`src/rtl/simd_add_pkg.sv`:
```
`timescale 1ns/1ps
package simd_add_pkg;

   localparam int MODE_W = 4;
   localparam int CO_W   = 4;

   typedef enum logic [MODE_W-1:0] {
      OP_ADD = 4'b0000,
      OP_SUB = 4'b0011
   } op_e;

   // position of lane k's carry inside the 4-bit carry vector
   function automatic int carry_slot(input int lanes, input int k);
      if (lanes == 4)      return k;
      else if (lanes == 2) return 2 * k + 1;
      else                 return 3;
   endfunction

endpackage

```
`src/rtl/sadd_decode.sv`:
```
`timescale 1ns/1ps
module sadd_decode
   import simd_add_pkg::*;
#(
   parameter int HI_W = 30,
   parameter int LO_W = 18,
   localparam int DW  = HI_W + LO_W
) (
   input  logic [HI_W-1:0]   part_hi,
   input  logic [LO_W-1:0]   part_lo,
   input  logic [MODE_W-1:0] mode,
   output logic [DW-1:0]     opnd_eff,
   output logic              is_sub,
   output logic              is_valid
);

   logic [DW-1:0] joined;

   always_comb begin
      joined   = {part_hi, part_lo};
      is_sub   = (mode == OP_SUB);
      is_valid = (mode == OP_ADD) || (mode == OP_SUB);
      opnd_eff = is_sub ? ~joined : joined;
   end

endmodule

```
`src/rtl/sadd_lane.sv`:
```
`timescale 1ns/1ps
module sadd_lane #(
   parameter int W = 12
) (
   input  logic [W-1:0] x,
   input  logic [W-1:0] y,
   input  logic         ci,
   output logic [W-1:0] s,
   output logic         co
);

   logic [W:0] wide;

   always_comb begin
      wide = {1'b0, x} + {1'b0, y} + {{W{1'b0}}, ci};
      s    = wide[W-1:0];
      co   = wide[W];
   end

endmodule

```
`src/rtl/sadd_carry_map.sv`:
```
`timescale 1ns/1ps
module sadd_carry_map
   import simd_add_pkg::*;
#(
   parameter int LANES = 4
) (
   input  logic [LANES-1:0] lane_co,
   output logic [CO_W-1:0]  co_vec
);

   generate
      if (LANES == 4) begin : g_four
         assign co_vec = lane_co;
      end else if (LANES == 2) begin : g_two
         assign co_vec = {lane_co[1], 1'b0, lane_co[0], 1'b0};
      end else begin : g_one
         assign co_vec = {lane_co[0], 3'b000};
      end
   endgenerate

endmodule

```
`src/rtl/simd_add48.sv`:
```
`timescale 1ns/1ps
module simd_add48
   import simd_add_pkg::*;
#(
   parameter int HI_W  = 30,
   parameter int LO_W  = 18,
   parameter int LANES = 4
) (
   input  logic                   clk,
   input  logic                   rst,
   input  logic [HI_W-1:0]        op_hi,
   input  logic [LO_W-1:0]        op_lo,
   input  logic [HI_W+LO_W-1:0]   op_c,
   input  logic [MODE_W-1:0]      mode,
   input  logic                   carry_in,
   output logic [HI_W+LO_W-1:0]   result,
   output logic [CO_W-1:0]        carry_out
);

   localparam int DW    = HI_W + LO_W;
   localparam int LW    = DW / LANES;
   localparam int SLOT0 = carry_slot(LANES, 0);

   // elaboration-time parameter checks
   generate
      if (!(LANES == 1 || LANES == 2 || LANES == 4)) begin : g_bad_lanes
         $error("simd_add48: LANES must be 1, 2 or 4");
      end
      if ((DW % LANES) != 0) begin : g_bad_split
         $error("simd_add48: total width must divide evenly into lanes");
      end
      if (HI_W < 1 || LO_W < 1) begin : g_bad_width
         $error("simd_add48: operand parts must be at least one bit");
      end
   endgenerate

   logic [DW-1:0]    opnd_eff;
   logic             is_sub;
   logic             is_valid;
   logic [DW-1:0]    sum_n;
   logic [LANES-1:0] lane_co;
   logic [CO_W-1:0]  co_n;

   sadd_decode #(
      .HI_W (HI_W),
      .LO_W (LO_W)
   ) u_dec (
      .part_hi  (op_hi),
      .part_lo  (op_lo),
      .mode     (mode),
      .opnd_eff (opnd_eff),
      .is_sub   (is_sub),
      .is_valid (is_valid)
   );

   generate
      for (genvar k = 0; k < LANES; k++) begin : g_lane
         logic lane_ci;
         if (k == 0) begin : g_lo
            assign lane_ci = carry_in;
         end else begin : g_up
            assign lane_ci = is_sub;
         end
         sadd_lane #(.W(LW)) u_lane (
            .x  (op_c[k*LW +: LW]),
            .y  (opnd_eff[k*LW +: LW]),
            .ci (lane_ci),
            .s  (sum_n[k*LW +: LW]),
            .co (lane_co[k])
         );
      end
   endgenerate

   sadd_carry_map #(.LANES(LANES)) u_map (
      .lane_co (lane_co),
      .co_vec  (co_n)
   );

   always_ff @(posedge clk) begin
      if (rst) begin
         result    <= '0;
         carry_out <= '0;
      end else if (is_valid) begin
         result    <= sum_n;
         carry_out <= co_n;
      end
   end

   // ---------------- assertions ----------------
   logic [DW-1:0] joined_in;
   assign joined_in = {op_hi, op_lo};


   reset_clear_chk: assert property (@(posedge clk)
      rst |=> (result == '0) && (carry_out == '0));


   hold_on_other_chk: assert property (@(posedge clk) disable iff (rst)
      !((mode == OP_ADD) || (mode == OP_SUB)) |=> $stable(result) && $stable(carry_out));


   lane0_add_chk: assert property (@(posedge clk) disable iff (rst)
      (mode == OP_ADD) |=>
         ({carry_out[SLOT0], result[LW-1:0]} ==
          ($past({1'b0, op_c[LW-1:0]}) + $past({1'b0, joined_in[LW-1:0]}) + $past(carry_in))));

   generate
      if (LANES > 1) begin : g_top_lane_chk

         top_lane_sub_chk: assert property (@(posedge clk) disable iff (rst)
            (mode == OP_SUB) |=>
               (result[DW-1 -: LW] == ($past(op_c[DW-1 -: LW]) - $past(joined_in[DW-1 -: LW]))));
      end
      if (LANES == 2) begin : g_two_chk

         spare_two_chk: assert property (@(posedge clk) disable iff (rst)
            (carry_out[0] == 1'b0) && (carry_out[2] == 1'b0));
      end
      if (LANES == 1) begin : g_one_chk

         spare_one_chk: assert property (@(posedge clk) disable iff (rst)
            carry_out[2:0] == 3'b000);
      end
   endgenerate

endmodule

```
`config.mk`:
```
export PLATFORM = sky130hd
export DESIGN_NAME = simd_add48
export DESIGN_NICKNAME = d
export VERILOG_FILES = /design/src/rtl/simd_add_pkg.sv /design/src/rtl/sadd_decode.sv /design/src/rtl/sadd_lane.sv /design/src/rtl/sadd_carry_map.sv /design/src/rtl/simd_add48.sv
export SDC_FILE = /design/constraint.sdc
export NUM_CORES = 1
export LEC_CHECK = 0
export BUFFER_PORTS_ARGS = -buffer_cell sky130_fd_sc_hd__buf_2
export CORE_MARGIN = 3
export CORE_UTILIZATION = 53
export DETAILED_ROUTE_END_ITERATION = 10
export GPL_TIMING_DRIVEN = 0
export PLACE_DENSITY = 0.88
export SETUP_SLACK_MARGIN = 0.2
export SKIP_CTS_REPAIR_TIMING = 1
export SYNTH_ARGS = -nofsm -noshare
export SYNTH_HDL_FRONTEND = slang
export SYNTH_HIERARCHICAL = 1
export SYNTH_SLANG_ARGS = --single-unit
```
`constraint.sdc`:
```
create_clock -name clk -period 4.3 [get_ports clk]
set_input_delay 0.215 -clock clk [delete_from_list [all_inputs] [get_ports clk]]
set_output_delay 0.215 -clock clk [all_outputs]
set_load 0.005 [all_outputs]
```
==> flow_summary.json, run 1 <==
{
  "status": "completed",
  "timing.slew.headroom": 0.5537,
  "cts_buffers": 5,
  "synth_top_area_cell": "dfxtp_1",
  "min_from": "rst",
  "tightest_slew_ns": 0.6635,
  "grt.met2_usage": 0.3932,
  "synth_edf_count": 0,
  "synth_warnings": 6,
  "post-route-util": 0.6699,
  "setup_ws_ns": 1.144,
  "p_sw_frac": 0.3585,
  "drv_slew": 0,
  "grt.total_usage": 0.2178,
  "period_minus_slack_ns": 3.156,
  "detail_route.first_pass.iterations": 5,
  "cts_tree": "built",
  "busiest_layer": "met2",
  "fmax_ghz": 0.3169,
  "combPwrFrac": 0.467,
  "crit_chain": "buf_2 > and4bb_1 > buf_4 > buf_4 > xor2_1 > fa_1 > fa_1 > a211oi_1 > o21ai_0 > a31o_2 > a31o_2 > buf_4 > mux2i_1 > nor2_1",
  "seqPwrFrac": 0.351,
  "reg2reg_slack_ns": 3.65,
  "synth_top_area_share": 0.2096,
  "syn_nets": 708,
  "crit_fanout": 10,
  "min_to": "carry_out[3]",
  "die_y_um": 102.8,
  "synthArstFlopShare": 0,
  "crit_path_end_kind": "flop",
  "preCtsSetupSlack_ns": 0.8609,
  "critPathKind": "input pin to flop",
  "vias": 4626,
  "placementRows": 34,
  "peakVddDrop_v": 0.0001480,
  "port_buffers": 153,
  "synth_cell_types": 47,
  "setup_viol_count_final": 0,
  "regArea_mm2": 0.001041,
  "antennaDiodeCount": 0,
  "path_common_cell": "buf_4",
  "cp.required_ns": 4.48,
  "r2r-start": "result[3]",
  "worst_path_largest_cell_delay_ns": 0.46,
  "final_area_mm2": 0.005956,
  "grt_use_met3": 0.04263,
  "syn_area_mm2": 0.004966,
  "r2r_cells": 2,
  "grt_setup_unrepaired": "no",
  "die_area_mm2": 0.01057,
  "fp.dieW_um": 102.8,
  "drtIter0Drc": 90,
  "grt_max_degree": 17,
  "hold_depth": 2,
  "p_int_uw": 966.9,
  "area_delta_synth_final_pct": 19.93,
  "setup-tns-final_ns": 0,
  "netSwitchingPower_uw": 540.4,
  "finalCritPeriodShare": 0.7339,
  "clock_latency_ns": 0.30,
  "antenna_found_initial": 0,
  "cts.sinks": 52,
  "p_leak_uw": 0.002896,
  "htreeDepth": 2,
  "routed_wl_um": 12000,
  "pwr-share-clk": 0.183,
  "cts-root-buf": "clkbuf_8",
  "via_per_inst": 5.628,
  "drc": 0,
  "met1_usage": 0.2715,
  "clock_skew_ns": 0,
  "drt-wirelength-per-cell_um": 14.60,
  "synth.top_cells.by_area": "dfxtp_1 (21%), ha_1 (11%), mux2i_1 (11%)",
  "power_density_mw_per_mm2": 253.1,
  "placed_area_mm2": 0.005867,
  "ant_nets": 0,
  "rr_endpoint": "result[3]",
  "clkTransAtPathRegs_ns": 0.09,
  "fillers": 724,
  "post-dp-hpwl_um": 9768,
  "worstPathArrival_ns": 3.34,
  "hold_viol": 0,
  "core_mm2": 0.008891,
  "yosys_register_bits": 52,
  "overflow": 0,
  "syn_inst": 553,
  "ys_top_cells_by_count": "nor2_1 (66), xor2_1 (55), mux2i_1 (54)",
  "nNetsFinal": 868,
  "layout-drive-gt1-share": 0.2871,
  "worstSetupStartpointType": "input pin",
  "cap_viol_max_count": 0,
  "synth_flop_cell": "dfxtp_1",
  "pin_count": 155,
  "yosys.cell_count.top_type": "nor2_1",
  "grt_pass1_vias": 4318,
  "crit_slowest_cell": "fa_1",
  "syn_area_per_cell_um2": 8.980,
  "initial_utilization": 0.5585,
  "ctsLongestPathBuffers": 2,
  "seq_area_frac_synth": 0.2096,
  "multiInputGateArea_mm2": 0.003650,
  "hold_class": "input pin to flop",
  "finalWeightedCongestion": 0.9193,
  "grt_pass1_wl_um": 18980
}
-- placed cells by master, fill, tap and decap left out, types with 4 or more instances in the layout --
cell       netlist  final
o211ai_1         8      8
or2_2            4      4
a31o_2          10     10
a2111o_1         4      4
fa_1             8      8
nand2b_1        10     10
o311ai_0         4      4
or4_1           10     10
o21bai_1         4      4
clkbuf_8         0      5
mux2i_1         54     54
xnor2_1         22     22
nor2_1          66     66
and2_1           6      6
nor2b_1         10     10
nor3b_1          6      6
o21ai_0         10     10
a21boi_0         4      4
buf_8            6      6
and3_2           4      4
a2111oi_0       10     10
clkbuf_1         9     10
inv_1            6      6
buf_2            2    155
o2111ai_1        4      4
ha_1            44     44
a31oi_1          4      4
a21o_1          22     22
dfxtp_1         52     52
xor2_1          55     55
nand3_1         16     16
a211oi_1         6      6
and4_2           4      4
a21oi_1         28     28
nand2_1         10     10
buf_4            8      8
-- flip-flops by register name (all words and copies together) (netlist names) --
signal     count
carry_out      4
result        48
-- power by group through the flow --
stage	clock (µW)	combinational [µW]	sequential (µW)
after CTS	284	701	529
after detailed placement	0	696	540
after floorplan	0	509	540
after global placement	0	673	538
final	275	703	529
after global routing	301	787	532
-- area by class of cell --
| cell class | count | share of cell area |
|---|---|---|
| flip-flops and latches | 52 | 0.1748 |
| inverters | 6 | 0.003782 |
| clock inverters | 2 | 0.002731 |
| well taps | 108 | 0.02269 |
| multi-input cells | 465 | 0.6128 |
| plain buffers | 30 | 0.04244 |
| clock buffers | 6 | 0.01218 |
| repair buffers | 153 | 0.1286 |
-- routing by layer --
metal | vias to the layer above | part of all wire
met5 | - | 0
met3 | 12 | 0.059
met4 | 0 | 0.0078
met1 | 2126 | 0.44
li1 | 2344 | -
met2 | 144 | 0.49
-- critical path, delay by kind of cell --
family,cells,cell delay (ns)
fa+ha+maj,2,0.90
mux,1,0.12
xor+xnor,1,0.13
compound gates,4,1.06
simple gates,2,0.31
buf+inv,4,0.59
-- worst max-delay path by stage --
stage / start / cells after the start / slack [ns] / end
after floorplan: mode[2] / 13 / 1.28 / carry_out[3]
after global placement: mode[2] / 14 / 0.87 / carry_out[3]
after detailed placement: mode[2] / 14 / 0.86 / carry_out[3]
after CTS: mode[2] / 14 / 1.18 / carry_out[1]
after global routing: mode[2] / 14 / 0.99 / carry_out[3]
final: mode[2] / 14 / 1.14 / carry_out[2]
-- cell families (layout without fill, tap and decap cells) --
| family | count (synthesis) | after routing | synth area share |
|---|---|---|---|
| compound gates | 122 | 122 | 0.1759 |
| mux | 54 | 54 | 0.1088 |
| simple gates | 160 | 160 | 0.1713 |
| xor+xnor | 77 | 77 | 0.1358 |
| flops | 52 | 52 | 0.2096 |
| fa+ha+maj | 52 | 52 | 0.1431 |
| buf+inv | 36 | 197 | 0.05543 |
-- per-stage QoR --
| stage | cells | hold slack, ns | total power [µW] |
|---|---|---|---|
| global route | 822 | 0.2101 | 1619 |
| detailed placement | 814 | 0.4781 | 1235 |
| finish | 822 | 0.1926 | 1507 |
| floorplan | 553 | 0.4460 | 1048 |
| CTS | 822 | 0.2070 | 1514 |
| global placement | 814 | 0.4684 | 1212 |
Power figures use the tool's default switching activity.
==> run 2: changes to the inputs <==
Settings changed: ABC_AREA set to 1, CORE_UTILIZATION 53 to 49, PLACE_DENSITY 0.88 to 0.84.
Clock period 4.3 ns to 2.8 ns, I/O delays scaled along.
==> flow_summary.json, run 2 <==
{
  "status": "completed",
  "hold_class": "input pin to flop",
  "pwr-share-clk": 0.267,
  "finalCritPeriodShare": 0.8856,
  "holdWs_ns": 0.2848,
  "cts_buffers": 5,
  "fillers": 1127,
  "placed_cells": 1331,
  "grt_setup_unrepaired": "no",
  "clkTransAtPathRegs_ns": 0.07,
  "die_area_mm2": 0.01311,
  "worstPathArrival_ns": 2.66,
  "yosys_register_bits": 52,
  "cap_viol_max_count": 0,
  "vias": 6375,
  "synth_top_area_cell": "nand2_1",
  "drv_slew": 0,
  "reg2reg_slack_ns": 2.22,
  "p_leak_uw": 0.004432,
  "die_y_um": 114.5,
  "drc": 0,
  "layout-drive-gt1-share": 0.1935,
  "crit_fanout": 10,
  "grt.total_usage": 0.2328,
  "cts_tree": "built",
  "synth_cell_types": 21,
  "peakVddDrop_v": 0.0002495,
  "largestRegisters": "result: 48 flops, carry_out: 4 flops",
  "routed_wl_um": 15580,
  "setup_viol_count_final": 0,
  "power_density_mw_per_mm2": 378.9,
  "ys_top_cells_by_count": "nand2_1 (404), inv_1 (185), nor2_1 (133)",
  "pin_count": 155,
  "core_mm2": 0.01117,
  "combPwrFrac": 0.424,
  "ant_nets": 0,
  "drt-wirelength-per-cell_um": 11.64,
  "grt_pass1_vias": 5736,
  "cp.required_ns": 2.98,
  "area_delta_synth_final_pct": 19.78,
  "final_cell_count_no_fill": 1339,
  "seqPwrFrac": 0.310,
  "p_sw_frac": 0.3664,
  "antenna_found_initial": 2,
  "ctsLongestPathBuffers": 2,
  "largest_register": "result",
  "crit_path_end_kind": "flop",
  "post-dp-hpwl_um": 12720,
  "synthArstFlopShare": 0,
  "synth_flop_cell": "dfxtp_1",
  "hold_viol": 0,
  "grt_pass1_wl_um": 25290,
  "synth.top_cells.by_area": "nand2_1 (26%), dfxtp_1 (18%), inv_1 (12%)",
  "syn_area_mm2": 0.005768,
  "period_minus_slack_ns": 2.480,
  "syn_area_per_cell_um2": 5.562,
  "detail_route.first_pass.iterations": 6,
  "seq_area_frac_synth": 0.1805,
  "p_int_uw": 1659,
  "initial_utilization": 0.5162,
  "synth_warnings": 6,
  "critPathKind": "input pin to flop",
  "syn_inst": 1037,
  "syn_nets": 1192,
  "largest_reg_flops": 48,
  "clock_skew_ns": 0,
  "drtIter0Drc": 314,
  "synth_top_area_share": 0.2629,
  "fp.dieW_um": 114.5,
  "cts-root-buf": "clkbuf_16",
  "timing.slew.headroom": 0.6700,
  "yosys.cell_count.top_type": "nand2_1",
  "port_buffers": 154,
  "antennaDiodeCount": 0,
  "placementRows": 38,
  "finalWeightedCongestion": 0.9278,
  "cts.sinks": 52,
  "fmax_ghz": 0.4033,
  "worstSetupStartpointType": "input pin",
  "overflow": 0,
  "synth_edf_count": 0,
  "via_per_inst": 4.761,
  "htreeDepth": 2,
  "clock_latency_ns": 0.28,
  "final_common_cell": "nand2_1",
  "tightest_slew_ns": 0.4950,
  "grt_max_degree": 17,
  "layout_common_cells": "nand2_1 (403), inv_1 (185), buf_2 (170)",
  "netSwitchingPower_uw": 959.2,
  "post-route-util": 0.6184,
  "nNetsFinal": 1353
}
## run 2: through the flow
| step | area, µm² | setup TNS [ns] | total power, µW | setup slack, ns |
|---|---|---|---|---|
| floorplan | 5768 | 0 | 1624 | 0.4173 |
| global placement | 6714 | -0.6847 | 1901 | -0.2052 |
| detailed placement | 6714 | -1.184 | 1925 | -0.2374 |
| CTS | 6882 | 0 | 2627 | 0.06118 |
| global route | 6909 | 0 | 2845 | 0.1895 |
| finish | 6909 | 0 | 2618 | 0.3204 |
## run 2: final cells by class
| cell class | count | area (µm²) | area share |
|---|---|---|---|
| repair buffers | 154 | 770.7 | 0.1116 |
| flip-flops and latches | 52 | 1041 | 0.1507 |
| clock buffers | 5 | 125.1 | 0.01811 |
| well taps | 140 | 175.2 | 0.02535 |
| clock inverters | 3 | 42.54 | 0.006157 |
| plain buffers | 36 | 256.5 | 0.03712 |
| inverters | 187 | 701.9 | 0.1016 |
| multi-input cells | 762 | 3796 | 0.5494 |
## run 2: path summary, 6_finish.rpt
| path | to | cells after the start | start |
|---|---|---|---|
| min | result[45] | 4 | rst |
| max reg2reg | result[17] | 2 | result[17] |
| max | carry_out[1] | 19 | mode[3] |
| min reg2reg | result[41] | 2 | result[41] |
## run 2: logic make-up after synthesis
kind of cell / Yosys count / synth area share
AOI/OAI and AO/OA: 20 / 0.01866
and+or+nand+nor: 666 / 0.4755
xor gates and xnor gates: 24 / 0.03644
buffers and inverters: 223 / 0.1657
DFF: 52 / 0.1805
adders and majority gates: 52 / 0.1232
## run 2: routing by layer
layer / GRT usage / vias to the layer above / wire, µm
li1: - / 3423 / -
met1: 0.2967 / 2759 / 7058
met2: 0.4086 / 164 / 7374
met3: 0.03594 / 25 / 875
met4: 0.05938 / 4 / 246
met5: 0 / - / 27
## run 2: critical path: stages
cell	delay, ns
buf_2	0.11
nor2_4	0.18
nand2_2	0.14
buf_2	0.22
nand2_1	0.08
nand2_1	0.07
fa_1	0.48
fa_2	0.40
nand3_1	0.11
nand3_2	0.09
nand4_1	0.11
nand2_1	0.08
nand2_1	0.06
nand2_1	0.07
buf_4	0.13
inv_1	0.04
nand2_1	0.04
nand2_1	0.05
nor2_1	0.03
## run 2: power groups by stage
stage	logic [µW]	registers (µW)	clock network (µW)
6_report	1110	811	698
5_1_grt	1280	816	750
2_1_floorplan	793	830	0
4_1_cts	1100	811	714
3_3_place_gp	1080	826	0
3_5_place_dp	1100	828	0
